<file path="src/rtl/mrt_pkg.sv">
package mrt_pkg;

    typedef enum logic [1:0] {
        RSRC_NONE = 2'd0,
        RSRC_RAM  = 2'd1,
        RSRC_SFR  = 2'd2,
        RSRC_ZERO = 2'd3
    } rsrc_e;

    // Default implemented-register set for 80h..FFh, bit i <-> address 80h+i
    function automatic logic [127:0] default_sfr_mask();
        logic [127:0] m;
        for (int i = 0; i < 128; i++) begin
            m[i] = (i[2:0] == 3'd0) || (i >= 1 && i <= 7);
        end
        return m;
    endfunction

endpackage

</file>
<file path="src/rtl/mrt_fetch_steer.sv">
module mrt_fetch_steer #(
    parameter int          PA_W      = 16,
    parameter logic [15:0] INT_LIMIT = 16'h2000
) (
    input  logic            clk,
    input  logic            rst_n,
    input  logic            strap_i,
    input  logic            req_i,
    input  logic [PA_W-1:0] addr_i,
    output logic            int_req_o,
    output logic            ext_req_o,
    output logic [PA_W-1:0] addr_o
);
    typedef struct packed {
        logic ea;
        logic done;
    } fs_t;

    fs_t fs_d, fs_q;
    logic ea_now;

    always_comb begin
        fs_d = fs_q;
        if (!fs_q.done) begin
            fs_d.ea   = strap_i;
            fs_d.done = 1'b1;
        end
        ea_now    = fs_q.done ? fs_q.ea : strap_i;
        int_req_o = req_i && ea_now && (addr_i < PA_W'(INT_LIMIT));
        ext_req_o = req_i && !(ea_now && (addr_i < PA_W'(INT_LIMIT)));
        addr_o    = addr_i;
    end

    always_ff @(posedge clk or negedge rst_n) begin
        if (!rst_n) fs_q <= '0;
        else        fs_q <= fs_d;
    end

    p_strap_low_ext_r2: assert property (@(posedge clk) disable iff (!rst_n)
        (fs_q.done && !fs_q.ea && req_i) |-> (ext_req_o && !int_req_o));
    p_one_target_r3: assert property (@(posedge clk) disable iff (!rst_n)
        req_i |-> ($countones({int_req_o, ext_req_o}) == 1));
    p_strap_held_r4: assert property (@(posedge clk) disable iff (!rst_n)
        fs_q.done |=> $stable(fs_q.ea));

endmodule

</file>
<file path="src/rtl/mrt_sfr_decode.sv">
module mrt_sfr_decode #(
    parameter int                      D_AW = 8,
    parameter logic [2**(D_AW-1)-1:0] IMPL = '1
) (
    input  logic [D_AW-1:0] addr_i,
    output logic            impl_o
);
    localparam int HALF = 2**(D_AW-1);
    logic [HALF-1:0] hit;

    for (genvar g = 0; g < HALF; g++) begin : g_hit
        assign hit[g] = IMPL[g] && (addr_i[D_AW-2:0] == (D_AW-1)'(g));
    end

    assign impl_o = |hit;

endmodule

</file>
<file path="src/rtl/mrt_ram.sv">
module mrt_ram #(
    parameter int D_AW = 8,
    parameter int D_W  = 8
) (
    input  logic            clk,
    input  logic            we_i,
    input  logic            re_i,
    input  logic [D_AW-1:0] addr_i,
    input  logic [D_W-1:0]  wdata_i,
    output logic [D_W-1:0]  rdata_o
);
    localparam int DEPTH = 2**D_AW;
    logic [D_W-1:0] mem [DEPTH];
    logic [D_W-1:0] rdata_q;

    always_ff @(posedge clk) begin
        if (we_i) mem[addr_i] <= wdata_i;
        if (re_i) rdata_q <= mem[addr_i];
    end

    assign rdata_o = rdata_q;

endmodule

</file>
<file path="src/rtl/mrt_router.sv">
module mrt_router #(
    parameter int          PA_W      = 16,
    parameter logic [15:0] INT_LIMIT = 16'h2000,
    parameter int          D_AW      = 8,
    parameter int          D_W       = 8,
    parameter logic [7:0]  SP_RESET  = 8'h07,
    parameter logic [127:0] SFR_IMPL = mrt_pkg::default_sfr_mask()
) (
    input  logic            clk,
    input  logic            rst_n,
    input  logic            ext_strap_i,
    input  logic            fetch_req_i,
    input  logic [PA_W-1:0] fetch_addr_i,
    output logic            pm_int_req_o,
    output logic            pm_ext_req_o,
    output logic [PA_W-1:0] pm_addr_o,
    input  logic            d_req_i,
    input  logic            d_indirect_i,
    input  logic            d_we_i,
    input  logic [D_AW-1:0] d_addr_i,
    input  logic [D_W-1:0]  d_wdata_i,
    input  logic            push_i,
    input  logic            pop_i,
    output logic            d_rvalid_o,
    output logic [D_W-1:0]  d_rdata_o,
    output logic [D_AW-1:0] sp_o,
    output logic            sfr_req_o,
    output logic            sfr_we_o,
    output logic [D_AW-1:0] sfr_addr_o,
    output logic [D_W-1:0]  sfr_wdata_o,
    input  logic [D_W-1:0]  sfr_rdata_i,
    output logic            sfr_unimpl_o
);
    import mrt_pkg::*;

    localparam int HALF = 2**(D_AW-1);

    typedef struct packed {
        logic [D_AW-1:0] sp;
        rsrc_e           rsrc;
        logic [D_W-1:0]  sfr_data;
    } st_t;

    st_t st_d, st_q;

    logic            ram_we, ram_re;
    logic [D_AW-1:0] ram_addr;
    logic [D_W-1:0]  ram_rdata;
    logic            sfr_impl;
    logic            to_sfr;

    mrt_fetch_steer #(.PA_W(PA_W), .INT_LIMIT(INT_LIMIT)) u_fetch (
        .clk       (clk),
        .rst_n     (rst_n),
        .strap_i   (ext_strap_i),
        .req_i     (fetch_req_i),
        .addr_i    (fetch_addr_i),
        .int_req_o (pm_int_req_o),
        .ext_req_o (pm_ext_req_o),
        .addr_o    (pm_addr_o)
    );

    mrt_sfr_decode #(.D_AW(D_AW), .IMPL(SFR_IMPL[HALF-1:0])) u_dec (
        .addr_i (d_addr_i),
        .impl_o (sfr_impl)
    );

    mrt_ram #(.D_AW(D_AW), .D_W(D_W)) u_ram (
        .clk     (clk),
        .we_i    (ram_we),
        .re_i    (ram_re),
        .addr_i  (ram_addr),
        .wdata_i (d_wdata_i),
        .rdata_o (ram_rdata)
    );

    always_comb begin
        st_d         = st_q;
        st_d.rsrc    = RSRC_NONE;
        ram_we       = 1'b0;
        ram_re       = 1'b0;
        ram_addr     = d_addr_i;
        sfr_req_o    = 1'b0;
        sfr_unimpl_o = 1'b0;
        to_sfr       = d_addr_i[D_AW-1] && !d_indirect_i;

        if (push_i) begin
            st_d.sp  = st_q.sp + 1'b1;
            ram_addr = st_q.sp + 1'b1;
            ram_we   = 1'b1;
        end else if (pop_i) begin
            ram_addr  = st_q.sp;
            ram_re    = 1'b1;
            st_d.sp   = st_q.sp - 1'b1;
            st_d.rsrc = RSRC_RAM;
        end else if (d_req_i) begin
            if (to_sfr) begin
                if (sfr_impl) begin
                    sfr_req_o = 1'b1;
                    if (!d_we_i) begin
                        st_d.rsrc     = RSRC_SFR;
                        st_d.sfr_data = sfr_rdata_i;
                    end
                end else begin
                    sfr_unimpl_o = 1'b1;
                    if (!d_we_i) st_d.rsrc = RSRC_ZERO;
                end
            end else begin
                ram_we = d_we_i;
                ram_re = !d_we_i;
                if (!d_we_i) st_d.rsrc = RSRC_RAM;
            end
        end

        sfr_we_o    = sfr_req_o && d_we_i;
        sfr_addr_o  = d_addr_i;
        sfr_wdata_o = d_wdata_i;
    end

    always_ff @(posedge clk or negedge rst_n) begin
        if (!rst_n) begin
            st_q.sp       <= SP_RESET[D_AW-1:0];
            st_q.rsrc     <= RSRC_NONE;
            st_q.sfr_data <= '0;
        end else begin
            st_q <= st_d;
        end
    end

    always_comb begin
        unique case (st_q.rsrc)
            RSRC_RAM: d_rdata_o = ram_rdata;
            RSRC_SFR: d_rdata_o = st_q.sfr_data;
            default:  d_rdata_o = '0;
        endcase
    end

    assign d_rvalid_o = (st_q.rsrc != RSRC_NONE);
    assign sp_o       = st_q.sp;

    p_low_no_sfr_r5: assert property (@(posedge clk) disable iff (!rst_n)
        (d_req_i && !d_addr_i[D_AW-1]) |-> !sfr_req_o);
    p_direct_hi_sfr_r6: assert property (@(posedge clk) disable iff (!rst_n)
        (d_req_i && !d_indirect_i && d_addr_i[D_AW-1] && !push_i && !pop_i && !sfr_unimpl_o)
        |-> sfr_req_o);
    p_indirect_no_sfr_r7: assert property (@(posedge clk) disable iff (!rst_n)
        (d_req_i && d_indirect_i) |-> !sfr_req_o);
    p_read_latency_r8: assert property (@(posedge clk) disable iff (!rst_n)
        (d_req_i && !d_we_i && !push_i) |=> d_rvalid_o);
    p_push_inc_r9: assert property (@(posedge clk) disable iff (!rst_n)
        push_i |=> (sp_o == $past(sp_o) + 1'b1));
    p_pop_dec_r9: assert property (@(posedge clk) disable iff (!rst_n)
        (pop_i && !push_i) |=> (sp_o == $past(sp_o) - 1'b1));
    p_stack_quiet_r10: assert property (@(posedge clk) disable iff (!rst_n)
        (push_i || pop_i) |-> (!sfr_req_o && !sfr_unimpl_o));
    p_unimpl_zero_r11: assert property (@(posedge clk) disable iff (!rst_n)
        (sfr_unimpl_o && !d_we_i) |=> (d_rvalid_o && d_rdata_o == '0));

endmodule

</file>
<file path="config.mk">
export PLATFORM = sky130hd
export DESIGN_NAME = mrt_router
export DESIGN_NICKNAME = d
export VERILOG_FILES = /design/src/rtl/mrt_pkg.sv /design/src/rtl/mrt_fetch_steer.sv /design/src/rtl/mrt_sfr_decode.sv /design/src/rtl/mrt_ram.sv /design/src/rtl/mrt_router.sv
export SDC_FILE = /design/constraint.sdc
export NUM_CORES = 2
export LEC_CHECK = 0
export ABC_AREA = 1
export BUFFER_PORTS_ARGS = -buffer_cell sky130_fd_sc_hd__buf_4
export CAP_MARGIN = 10
export CORE_MARGIN = 3
export CORE_UTILIZATION = 63
export CTS_CLUSTER_DIAMETER = 80
export DETAILED_ROUTE_END_ITERATION = 10
export PLACE_DENSITY_LB_ADDON = 0.3
export SLEW_MARGIN = 10
export SYNTH_ARGS = -nofsm -noshare
export SYNTH_HDL_FRONTEND = slang
export SYNTH_SLANG_ARGS = --single-unit
</file>
<file path="constraint.sdc">
create_clock -name clk -period 3.8 [get_ports clk]
set_clock_uncertainty 0.1 [all_clocks]
set_input_delay 0.76 -clock clk [delete_from_list [all_inputs] [get_ports clk]]
set_output_delay 0.76 -clock clk [all_outputs]
set_load 0.005 [all_outputs]
</file>
==> impl_summary.log <==
[metrics] status: finished clean
[metrics] Final Worst Setup Slack: between 60 and 70 ps
[metrics] power share of the combinational group: 0.298
[metrics] count of flip-flops with a built-in enable after synthesis: between 2k and 2.5k
[metrics] non-filler cells in the finished layout: about 11k
[metrics] Top delay family on crit path: simple AND/OR/NAND/NOR gates
[metrics] Achievable Freq: between 200 and 300 MHz
[metrics] clock buffer depth: 3
[metrics] max-capacitance violation count: 0
[metrics] Sink Count: approximately 2.1k
[metrics] number of clock buffers inserted by TritonCTS: 202
[metrics] register bit count reported by yosys: approximately 2.1k
[metrics] shortest clock period the worst path allows after layout: 3730 ps
[metrics] wire length of the first global-routing pass: between 300,000 and 400,000 um
[metrics] flip-flop and latch area: 62,200 sq um
[metrics] vias after detailed routing: between 60k and 70k
[metrics] data arrival time of the critical path: around 4200 ps
[metrics] Buffers & Inverters on Critical Path: 4
[metrics] number of cells produced by synthesis: roughly 8.7k
[metrics] number of unique standard cell types used by synthesis: a little over 40
[metrics] maximum number of pins on one net before global-route repair: about 180
[metrics] die extent in y: between 300 and 400 um
[metrics] count of nets after finishing: roughly 9k
[metrics] post-synthesis async set-or-reset flop share: 0.00963
[metrics] sequential share of power: 0.401
[metrics] via count of the first global-routing pass: between 60k and 70k
[metrics] final count of pins violating max slew: 0
[metrics] slowest cell on the critical path: dfstp_2
[metrics] instance count after placement with tap cells included: around 11k
[metrics] final worst-path cycle share: 0.982
[metrics] level count of the clock H-tree: 4
[metrics] final hold violations: 0
[metrics] initial antenna violation count: 6
[metrics] number of antenna-violating nets in the routed design: 0
[metrics] setup slack at placement: -389 ps
[metrics] Switching Share: 0.343
[metrics] Clk pwr share: 0.301
[metrics] Critical Path RT: 4250 ps
[metrics] initial detailed-routing violation count: between 8k and 9k
[metrics] fraction of the yosys area taken by sequential cells: 0.701
[metrics] setup repair after global routing missed its margin: no
[metrics] count of input and output buffers: 76
[metrics] area of all placed cells without fillers: 100,000 sq um
[metrics] core outline area: about 140,000 sq um
[metrics] layout cells sized above 1: 0.0945
[metrics] critical path start-end classification: reg2reg
[metrics] mean number of vias per cell: 5.86
[metrics] number of placement rows: between 100 and 150
[metrics] total length of routed wires: ~240,000 um
[metrics] area used by multi-input combinational logic: 24,000 sq um
[metrics] power per cell area: roughly 640 nW/um^2
[metrics] clock tree from TritonCTS: built
[metrics] growth of design area from synthesis to finish: 12.7%
[metrics] DIE WIDTH: approximately 380 um
[metrics] synthesized net count: between 8k and 9k
[metrics] type of element launching the critical path: register
[metrics] Filler cells: about 9.4k
[metrics] per-cell routed wire length: approximately 22 um
[metrics] most numerous cell on the critical path: nand2_1
[metrics] Worst-Skew Late Latency: 840 ps
[metrics] mean cell area of the mapped netlist: about 10 sq um
[metrics] overall overflow remaining after global route: 0
[metrics] worst-path cell chain: inv_2, ha_1, nand2_1, a21boi_4, buf_4, buf_12, buf_12, nand2_1, nand2_1, nand2_1, nand2_1, o21ai_0, nand2_1, nor2_1, nor2_1, nor2_1, nand2_1
[metrics] overall power of the completed layout: 64.0 mW
[metrics] relative slew slack: 0.363
[metrics] synthesized cell area: between 80,000 and 90,000 sq um
[metrics] count of final setup violators: 0
[metrics] Power Internal: approximately 42 mW
[metrics] DIE AREA: approximately 150,000 sq um
[metrics] longest individual stage delay on the worst path: 610 ps
[metrics] Yosys warnings: 0
[metrics] Setup crit end kind: register
[metrics] Critical Path Fanout Max: 37
[metrics] clock slew at the register clock pins of the worst setup and hold paths: 60 ps
[metrics] Switching Power: 22.0 mW
[metrics] leakage dissipation: 41.5 nW
[metrics] total negative slack: 0 ps
[metrics] buffer cell driving the clock tree root: clkbuf_16
[metrics] IR drop worst, VDD: ~0.47 mV
[metrics] share of the core filled with cells: 0.717
[metrics] last weighted congestion value of the routability-driven placer: ~0.95
[metrics] minimum hold slack: between 60 and 70 ps
[metrics] Initial Utilization: 0.636
[metrics] Synth Flop Type: edfxtp_1
[metrics] worst-margin pin slew: approximately 950 ps
[metrics] path category of the worst min-delay check: in2reg
[metrics] global routing usage summed across all routing layers: 0.327
[metrics] Initial DRT Pass Iterations: 7
[metrics] Post-route DRC: 0
[metrics] number of primary I/O pins: 103
[metrics] placed standard-cell area: 93,800 sq um
[metrics] half-perimeter wire length after placement: roughly 140,000 um
-- logic make-up after synthesis --
group | after synthesis | synth area share
multiplexers | 8 | 0.00101
buffers and inverters | 566 | 0.0311
AO/OA/AOI/OAI | 171 | 0.0102
adder cells (fa/ha/maj) | 5 | 0.000704
other | 1 | 0.0000422
flip-flops | 2076 | 0.701
AND/OR/NAND/NOR | 5864 | 0.256
XOR/XNOR | 2 | 0.000197
-- Yosys cell counts, types with 18 or more instances --
cell type     n  area, sq um
nand2_1    5001        18800
edfxtp_1   2056        61700
nand3_1     458         2290
nor2_1      365         1370
buf_2       328         1640
clkbuf_1    123          462
o21ai_0     104          521
buf_4        46          345
o21ai_1      35          175
inv_1        31          116
buf_1        20         75.1
nand2_2      18          113
-- worst paths after layout --
| check | startpoint | to | slack (ps) | cells after the start |
|---|---|---|---|---|
| min in group asynchronous | rst_n | sp_o[5]$_DFFE_PN0N_ | 290 | 2 |
| worst min-delay path | sfr_rdata_i[7] | st_q[7]$_DFFE_PN0P_ | 70 | 2 |
| worst max register to register | sp_o[0]$_DFFE_PN1N_ | u_ram.rdata_o[5]$_DFFE_PP_ | 70 | 17 |
| worst max-delay path | sp_o[0]$_DFFE_PN1N_ | u_ram.rdata_o[5]$_DFFE_PP_ | 70 | 17 |
| worst min register to register | st_q[7]$_DFFE_PN0P_ | st_q[7]$_DFFE_PN0P_ | 410 | 1 |
| max in group asynchronous | rst_n | st_q[6]$_DFFE_PN0P_ | 2980 | 2 |
-- power by group through the flow --
stage	Combinational, mW	Sequential [mW]	Clock (mW)
6_report	19.1	25.6	19.3
5_1_grt	20.7	25.6	20.3
4_1_cts	18.7	25.6	19.4
3_5_place_dp	18.4	26.1	0
3_3_place_gp	18.1	26.1	0
2_1_floorplan	11.5	26.0	0
-- what timing repair did --
action,CTS,global route
hold buffers,1,0
gates resized for setup,3,19
pin swaps,0,1
endpoints found under the hold margin,17,0
setup buffers,3,2
setup endpoints to repair,6,16
-- cells in the final DEF, fill, tap and decap left out, drive strengths merged, types with 2 or more instances in the layout --
cell and count:
edfxtp 2056, clkinv 79, dfstp 3, nor3 6, nand3 459, dfrtp 17, mux2 8, a21oi 17
o211ai 3, nor2 371, clkbuf 266, ha 5, nand4 2, xor2 2, inv 40, nand2 5023
buf 521, a31oi 6, o21ai 140, or2 2, bufinv 15, clkinvlp 2
-- layout make-up --
class,count,share of cell area
multi-input cells,6051,0.239
clock inverters,98,0.00891
flip-flops and latches,2076,0.621
well taps,1876,0.0234
diodes,1,0.0000250
repair buffers,522,0.0516
inverters,38,0.00142
clock buffers,266,0.0539
-- sequential cells by signal, summed over array words and instances (netlist names) --
name / cells
sp_o: 8
u_ram.rdata_o: 8
u_ram.mem: 2048
u_fetch.fs_q: 2
st_q: 10
-- layer usage --
| metal | GRT usage | vias up | part of all wire |
|---|---|---|---|
| met5 | 0 | - | 0.00013 |
| met4 | 0.156 | 4 | 0.050 |
| met3 | 0.0602 | 699 | 0.11 |
| met2 | 0.519 | 3968 | 0.47 |
| met1 | 0.443 | 30400 | 0.37 |
| li1 | - | 28900 | - |
Note: power is estimated with default switching activity, not from simulation.
